$ cat src/rtl/snz_pkg.sv
package snz_pkg;

  typedef enum logic [1:0] {
    OP_DESEL = 2'd0,
    OP_READ  = 2'd1,
    OP_WRITE = 2'd2,
    OP_BURST = 2'd3
  } op_e;

  typedef enum logic [2:0] {
    ST_AWAKE    = 3'd0,
    ST_ENTERING = 3'd1,
    ST_ASLEEP   = 3'd2,
    ST_WAKING   = 3'd3,
    ST_RECOVER  = 3'd4
  } snz_state_e;

endpackage

$ cat src/rtl/snz_sync.sv
module snz_sync #(
  parameter int STAGES = 2
) (
  input  logic clk,
  input  logic rst_n,
  input  logic d_async,
  output logic q_sync
);

  logic [STAGES-1:0] ff_q;

  genvar gi;
  generate
    for (gi = 0; gi < STAGES; gi++) begin : g_stage
      if (gi == 0) begin : g_first
        always_ff @(posedge clk or negedge rst_n) begin
          if (!rst_n) ff_q[gi] <= 1'b0;
          else        ff_q[gi] <= d_async;
        end
      end else begin : g_next
        always_ff @(posedge clk or negedge rst_n) begin
          if (!rst_n) ff_q[gi] <= 1'b0;
          else        ff_q[gi] <= ff_q[gi-1];
        end
        // each stage carries its neighbour one cycle late (R2, R3 latency)
        assert_sync_shift_R2: assert property (@(posedge clk) disable iff (!rst_n)
          ff_q[gi] == $past(ff_q[gi-1]));
      end
    end
  endgenerate

  assign q_sync = ff_q[STAGES-1];

endmodule

$ cat src/rtl/snz_fsm.sv
module snz_fsm
  import snz_pkg::*;
#(
  parameter int ENTRY_LAT   = 2,
  parameter int EXIT_LAT    = 2,
  parameter int SYNC_STAGES = 2,
  parameter int REC_CYC     = 2
) (
  input  logic clk,
  input  logic rst_n,
  input  logic req_s,
  output logic ignore_o,
  output logic hiz_o,
  output logic asleep_o,
  output logic rec_o
);

  localparam int ENT_X = (ENTRY_LAT > SYNC_STAGES) ? ENTRY_LAT - SYNC_STAGES : 0;
  localparam int EXT_X = (EXIT_LAT > SYNC_STAGES) ? EXIT_LAT - SYNC_STAGES : 0;
  localparam int REC_N = (REC_CYC > 0) ? REC_CYC : 1;
  localparam int MAXV  = (ENT_X > EXT_X) ? ((ENT_X > REC_N) ? ENT_X : REC_N)
                                         : ((EXT_X > REC_N) ? EXT_X : REC_N);
  localparam int CW    = $clog2(MAXV + 2);
  localparam logic [CW-1:0] ENT_LD = CW'((ENT_X > 0) ? ENT_X - 1 : 0);
  localparam logic [CW-1:0] EXT_LD = CW'((EXT_X > 0) ? EXT_X - 1 : 0);
  localparam logic [CW-1:0] REC_LD = CW'(REC_N - 1);

  snz_state_e      st_q, st_d;
  logic [CW-1:0]   cnt_q, cnt_d;
  logic            cnt_en;
  logic            cnt_zero;

  assign cnt_zero = (cnt_q == '0);

  always_comb begin
    st_d   = st_q;
    cnt_d  = cnt_q;
    cnt_en = 1'b0;
    unique case (st_q)
      ST_AWAKE, ST_RECOVER: begin
        if (req_s) begin
          cnt_en = 1'b1;
          if (ENT_X == 0) begin
            st_d = ST_ASLEEP;
          end else begin
            st_d  = ST_ENTERING;
            cnt_d = ENT_LD;
          end
        end else if (st_q == ST_RECOVER) begin
          cnt_en = 1'b1;
          if (cnt_zero) st_d = ST_AWAKE;
          else          cnt_d = cnt_q - 1'b1;
        end
      end
      ST_ENTERING: begin
        cnt_en = 1'b1;
        if (cnt_zero) st_d = ST_ASLEEP;
        else          cnt_d = cnt_q - 1'b1;
      end
      ST_ASLEEP: begin
        if (!req_s) begin
          cnt_en = 1'b1;
          if (EXT_X == 0) begin
            st_d  = ST_RECOVER;
            cnt_d = REC_LD;
          end else begin
            st_d  = ST_WAKING;
            cnt_d = EXT_LD;
          end
        end
      end
      ST_WAKING: begin
        cnt_en = 1'b1;
        if (cnt_zero) begin
          st_d  = ST_RECOVER;
          cnt_d = REC_LD;
        end else begin
          cnt_d = cnt_q - 1'b1;
        end
      end
      default: begin
        st_d = ST_AWAKE;
      end
    endcase
  end

  always_ff @(posedge clk or negedge rst_n) begin
    if (!rst_n) begin
      st_q  <= ST_AWAKE;
      cnt_q <= '0;
    end else begin
      st_q <= st_d;
      if (cnt_en) cnt_q <= cnt_d;
    end
  end

  assign ignore_o = (st_q == ST_ASLEEP) || (st_q == ST_WAKING);
  assign hiz_o    = (st_q == ST_ASLEEP) || (st_q == ST_WAKING);
  assign asleep_o = (st_q == ST_ASLEEP);
  assign rec_o    = (st_q == ST_RECOVER);

  // a synchronized request always moves an awake block toward sleep
  assert_entry_path_R2: assert property (@(posedge clk) disable iff (!rst_n)
    (st_q == ST_AWAKE && req_s) |=> (st_q == ST_ENTERING || st_q == ST_ASLEEP));

  // a removed request always leaves the sleep state on the next edge
  assert_exit_path_R3: assert property (@(posedge clk) disable iff (!rst_n)
    (st_q == ST_ASLEEP && !req_s) |=> (st_q == ST_WAKING || st_q == ST_RECOVER));

  // sleep is only reached through a request seen one edge earlier
  assert_sleep_cause_R2: assert property (@(posedge clk) disable iff (!rst_n)
    $rose(asleep_o) |-> $past(req_s) || $past(st_q == ST_ENTERING));

endmodule

$ cat src/rtl/snz_op_filter.sv
module snz_op_filter
  import snz_pkg::*;
(
  input  logic [1:0] cmd_i,
  input  logic       block_i,
  input  logic       restrict_i,
  output logic [1:0] cmd_o,
  output logic       err_o
);

  op_e cmd;
  logic illegal;

  assign cmd     = op_e'(cmd_i);
  assign illegal = (cmd == OP_WRITE) || (cmd == OP_BURST);

  always_comb begin
    cmd_o = cmd_i;
    err_o = 1'b0;
    if (block_i) begin
      cmd_o = OP_DESEL;
    end else if (restrict_i && illegal) begin
      cmd_o = OP_DESEL;
      err_o = 1'b1;
    end
  end

endmodule

$ cat src/rtl/snooze_seq.sv
module snooze_seq
  import snz_pkg::*;
#(
  parameter int ENTRY_LAT   = 2,
  parameter int EXIT_LAT    = 2,
  parameter int SYNC_STAGES = 2,
  parameter int REC_CYC     = 2
) (
  input  logic       clk,
  input  logic       rst_n,
  input  logic       sleep_req,
  input  logic [1:0] op_cmd,
  output logic       in_ignore,
  output logic       out_hiz,
  output logic       asleep,
  output logic       recovering,
  output logic [1:0] op_grant,
  output logic       op_err
);

  localparam int RLW = $clog2(REC_CYC + 2);

  logic [1:0] rst_sync_q;
  logic       rst_i;
  logic       req_s;

  always_ff @(posedge clk or negedge rst_n) begin
    if (!rst_n) rst_sync_q <= 2'b00;
    else        rst_sync_q <= {rst_sync_q[0], 1'b1};
  end
  assign rst_i = rst_sync_q[1];

  snz_sync #(.STAGES(SYNC_STAGES)) u_req_sync (
    .clk     (clk),
    .rst_n   (rst_i),
    .d_async (sleep_req),
    .q_sync  (req_s)
  );

  snz_fsm #(
    .ENTRY_LAT   (ENTRY_LAT),
    .EXIT_LAT    (EXIT_LAT),
    .SYNC_STAGES (SYNC_STAGES),
    .REC_CYC     (REC_CYC)
  ) u_fsm (
    .clk      (clk),
    .rst_n    (rst_i),
    .req_s    (req_s),
    .ignore_o (in_ignore),
    .hiz_o    (out_hiz),
    .asleep_o (asleep),
    .rec_o    (recovering)
  );

  snz_op_filter u_filter (
    .cmd_i      (op_cmd),
    .block_i    (in_ignore),
    .restrict_i (recovering),
    .cmd_o      (op_grant),
    .err_o      (op_err)
  );

  // run length of the recovery window, kept for the R5 check
  logic [RLW-1:0] rec_len_q;
  always_ff @(posedge clk or negedge rst_i) begin
    if (!rst_i)                                rec_len_q <= '0;
    else if (!recovering)                      rec_len_q <= '0;
    else if (rec_len_q != {RLW{1'b1}})         rec_len_q <= rec_len_q + 1'b1;
  end

  assert_rec_len_R5: assert property (@(posedge clk) disable iff (!rst_i)
    recovering |-> (int'(rec_len_q) < REC_CYC));

  assert_flags_exclusive_R5: assert property (@(posedge clk) disable iff (!rst_i)
    $countones({in_ignore, recovering}) <= 1);

  assert_ignore_blocks_R4: assert property (@(posedge clk) disable iff (!rst_i)
    in_ignore |-> (op_grant == OP_DESEL && !op_err));

  assert_reject_write_R7: assert property (@(posedge clk) disable iff (!rst_i)
    (recovering && op_cmd[1]) |-> (op_err && op_grant == OP_DESEL));

  assert_err_in_window_R7: assert property (@(posedge clk) disable iff (!rst_i)
    op_err |-> recovering);

  assert_exit_to_recover_R3: assert property (@(posedge clk) disable iff (!rst_i)
    $fell(in_ignore) |-> recovering);

endmodule

$ cat config.mk
export PLATFORM = sky130hd
export DESIGN_NAME = snooze_seq
export DESIGN_NICKNAME = d
export VERILOG_FILES = /design/src/rtl/snz_pkg.sv /design/src/rtl/snz_sync.sv /design/src/rtl/snz_fsm.sv /design/src/rtl/snz_op_filter.sv /design/src/rtl/snooze_seq.sv
export SDC_FILE = /design/constraint.sdc
export NUM_CORES = 1
export LEC_CHECK = 0
export BUFFER_PORTS_ARGS = -buffer_cell sky130_fd_sc_hd__buf_2
export CAP_MARGIN = 15
export CELL_PAD_IN_SITES_DETAIL_PLACEMENT = 1
export CELL_PAD_IN_SITES_GLOBAL_PLACEMENT = 1
export CORE_AREA = 2 2 39 41
export CTS_CLUSTER_DIAMETER = 30
export DETAILED_ROUTE_END_ITERATION = 16
export DIE_AREA = 0 0 41 43
export PLACE_DENSITY_LB_ADDON = 0.1
export RECOVER_POWER = 100
export SYNTH_ARGS = -nofsm -noshare
export SYNTH_HDL_FRONTEND = slang
export SYNTH_SLANG_ARGS = --single-unit
$ cat constraint.sdc
create_clock -name clk -period 3.5 [get_ports clk]
set_input_delay 0.7 -clock clk [delete_from_list [all_inputs] [get_ports clk]]
set_output_delay 0.7 -clock clk [all_outputs]
set_load 0.05 [all_outputs]
==> impl_metrics.env <==
export IMPL_grt_pass1_vias=363
export IMPL_yosysUniqueCellTypes=17
export IMPL_reg2regPathDepth=6
export IMPL_setup_tns_ns=0
export IMPL_clk_path_buf_depth=2
export IMPL_grt_max_degree=11
export IMPL_num_rows=14
export IMPL_coreArea_um2=1380
export IMPL_fmax_ghz=0.395
export IMPL_synthAdderAreaFrac_pct=19.2
export IMPL_die_y_um=43
export IMPL_crit_type="reg -> out"
export IMPL_status="completed"
export IMPL_viasPerCell=4.74
export IMPL_synthTopCellsByArea="dfrtp_1, ha_1, inv_1"
export IMPL_dp_hpwl_um=682
export IMPL_cts_setup_buffers=0
export IMPL_grt_pass1_wl_um=1390
export IMPL_dpl_cell_count=67
export IMPL_initial_core_util_pct=33.0
export IMPL_rsz0062_at_grt="no"
export IMPL_r2r_slack_ns=1.80
export IMPL_drive_gt1_share_pct=14.8
export IMPL_clk_latency_ns=0.26
export IMPL_critPathLaunchType="flop"
export IMPL_die_x_um=41
export IMPL_cts_hold_buffers=0
export IMPL_ys_warn_count=0
export IMPL_muxShareOfSynthArea_pct=7.12
export IMPL_worst_path_max_fanout=6
export IMPL_wl_per_cell_um=12.0
export IMPL_synth_seq_area_share_pct=43.8
export IMPL_hold_viol=0
export IMPL_yosys_register_bits=8
export IMPL_finalNetCount=68
export IMPL_area_growth_syn_to_layout_pct=15.9
export IMPL_cts_root_buffer="clkbuf_4"
export IMPL_clk_pin_slew_ns=0.06
export IMPL_antenna_found_initial=0
export IMPL_cts_resized=0
export IMPL_r2r_end="u_fsm.cnt_q[1]"
export IMPL_synthesis_nets=54
export IMPL_h_tree_depth=1
export IMPL_arrival_ns=1.83
export IMPL_cp_end_kind="output pin"
export IMPL_synth_top_family_by_area="adder cells"
export IMPL_hold_class="reg -> async"
export IMPL_num_vias=332
export IMPL_dieArea_um2=1760
export IMPL_cts_tree="built"
export IMPL_diodes=0
export IMPL_r2r_start="u_fsm.st_q[2]"
export IMPL_syn_avg_cell_area_um2=10.9
export IMPL_period_share_pct=72.3
export IMPL_pin_count=12
export IMPL_dr_pass1_iters=2
export IMPL_synth_area_leader_cell="dfrtp_1"
export IMPL_cts_buffers_inserted=3
export IMPL_syn_inst=42
export IMPL_drt_iter0_drc=1
export IMPL_gp_congestion=0.746
export IMPL_tightest_slew_ns=0.602
export IMPL_io_buffers=11
export IMPL_setup_viol_count_final=0
export IMPL_finalCriticalPeriod_ns=2.53
export IMPL_drc=0
export IMPL_cp_startpoint="u_fsm.st_q[1]"
export IMPL_final_cells=70
export IMPL_critPathRequiredTime_ns=2.80
export IMPL_synth_xor_area_share_pct=0
export IMPL_ant_nets=0
export IMPL_yosys_area_share_simple_pct=11.2
export IMPL_gr_total_overflow=0
export IMPL_synth_compound_area_share_pct=9.59
export IMPL_post_route_cell_area_um2=529
export IMPL_fin_hold_ws_ns=0.0954
export IMPL_synth_top_area_share_pct=43.8
export IMPL_skew_ns=0.00701
export IMPL_postPlaceCellArea_um2=517
export IMPL_synth_area_um2=457
export IMPL_cts_sinks=8
export IMPL_cp_endpoint="op_grant[0]"
export IMPL_wirelength_um=843
export IMPL_maxSlewHeadroom_pct=60.1
export IMPL_globalRouteTotalUtil_pct=12.4
export IMPL_drv_slew=0
export IMPL_maxCapViolations=0
[area by class of cell]
class / count / area (um2)
multi-input combinational: 26 / 219
tap: 16 / 20.0
fill: 169 / 855
inverter: 6 / 22.5
clock buffer: 3 / 22.5
sequential: 8 / 200
timing repair buffer: 11 / 45.0
[cells in the mapped netlist]
cell	instances
a211oi_1	1
a21oi_1	3
a22o_1	1
and3b_1	2
buf_4	2
conb_1	1
dfrtp_1	8
ha_1	7
inv_1	6
mux2_2	2
mux2i_1	1
nand2b_1	2
nor2_1	2
nor2b_1	1
nor3b_1	1
o21ai_1	1
o21bai_1	1
[metrics by stage]
stage / setup slack, ns / util (%)
after floorplan: 0.579 / -
after global placement: 1.52 / 37.3
after detailed placement: 1.46 / 37.3
after CTS: 1.16 / 39.0
after global routing: 0.805 / 38.2
final: 0.971 / 38.2
[cell families after synthesis]
group | after synthesis
other cells | 1
mux | 3
flops | 8
fa+ha+maj | 7
compound gates | 7
simple gates | 8
buf+inv | 8
[critical path: stages, from the launching register on]
cell and delay (ns):
dfrtp_1 0.44, inv_1 0.12, ha_1 0.28, a211oi_1 0.24
clkbuf_1 0.49
[state kept, by name, summed over array words and instances (netlist names)]
name	flops
u_req_sync.q_sync	1
u_req_sync.ff_q	1
u_fsm.st_q	2
rst_sync_q	2
u_fsm.cnt_q	2
[worst min path at each step]
stage	from	end	slack (ns)	cells after the start
detailed placement	rst_sync_q[1]	u_req_sync.ff_q[0]	0.10	0
CTS	rst_sync_q[1]	u_fsm.cnt_q[1]	0.10	0
finish	rst_sync_q[1]	u_fsm.cnt_q[1]	0.1	0
global route	rst_sync_q[1]	u_fsm.cnt_q[1]	0.12	0
floorplan	rst_sync_q[1]	u_fsm.cnt_q[0]	0.07	0
global placement	rst_sync_q[1]	u_req_sync.q_sync	0.09	0
[cell usage in the layout, fill, tap and decap left out, types with 2 or more instances in the layout]
master and count:
nor2_1 2, mux2_2 2, buf_2 3, clkbuf_1 8, inv_1 6, and3b_1 2
a21oi_1 3, clkbuf_4 3, ha_1 7, dfrtp_1 8, nand2b_1 2
[per-layer routing]
metal / wire (um) / GRT usage, %
met1: 301 / 11.9
met5: 0 / 0
met3: 50 / 1.57
met2: 463 / 20.6
met4: 28 / 12.0
Power is not shown: default switching activity piles up to over one toggle a cycle in this logic, so the estimate is an artifact.
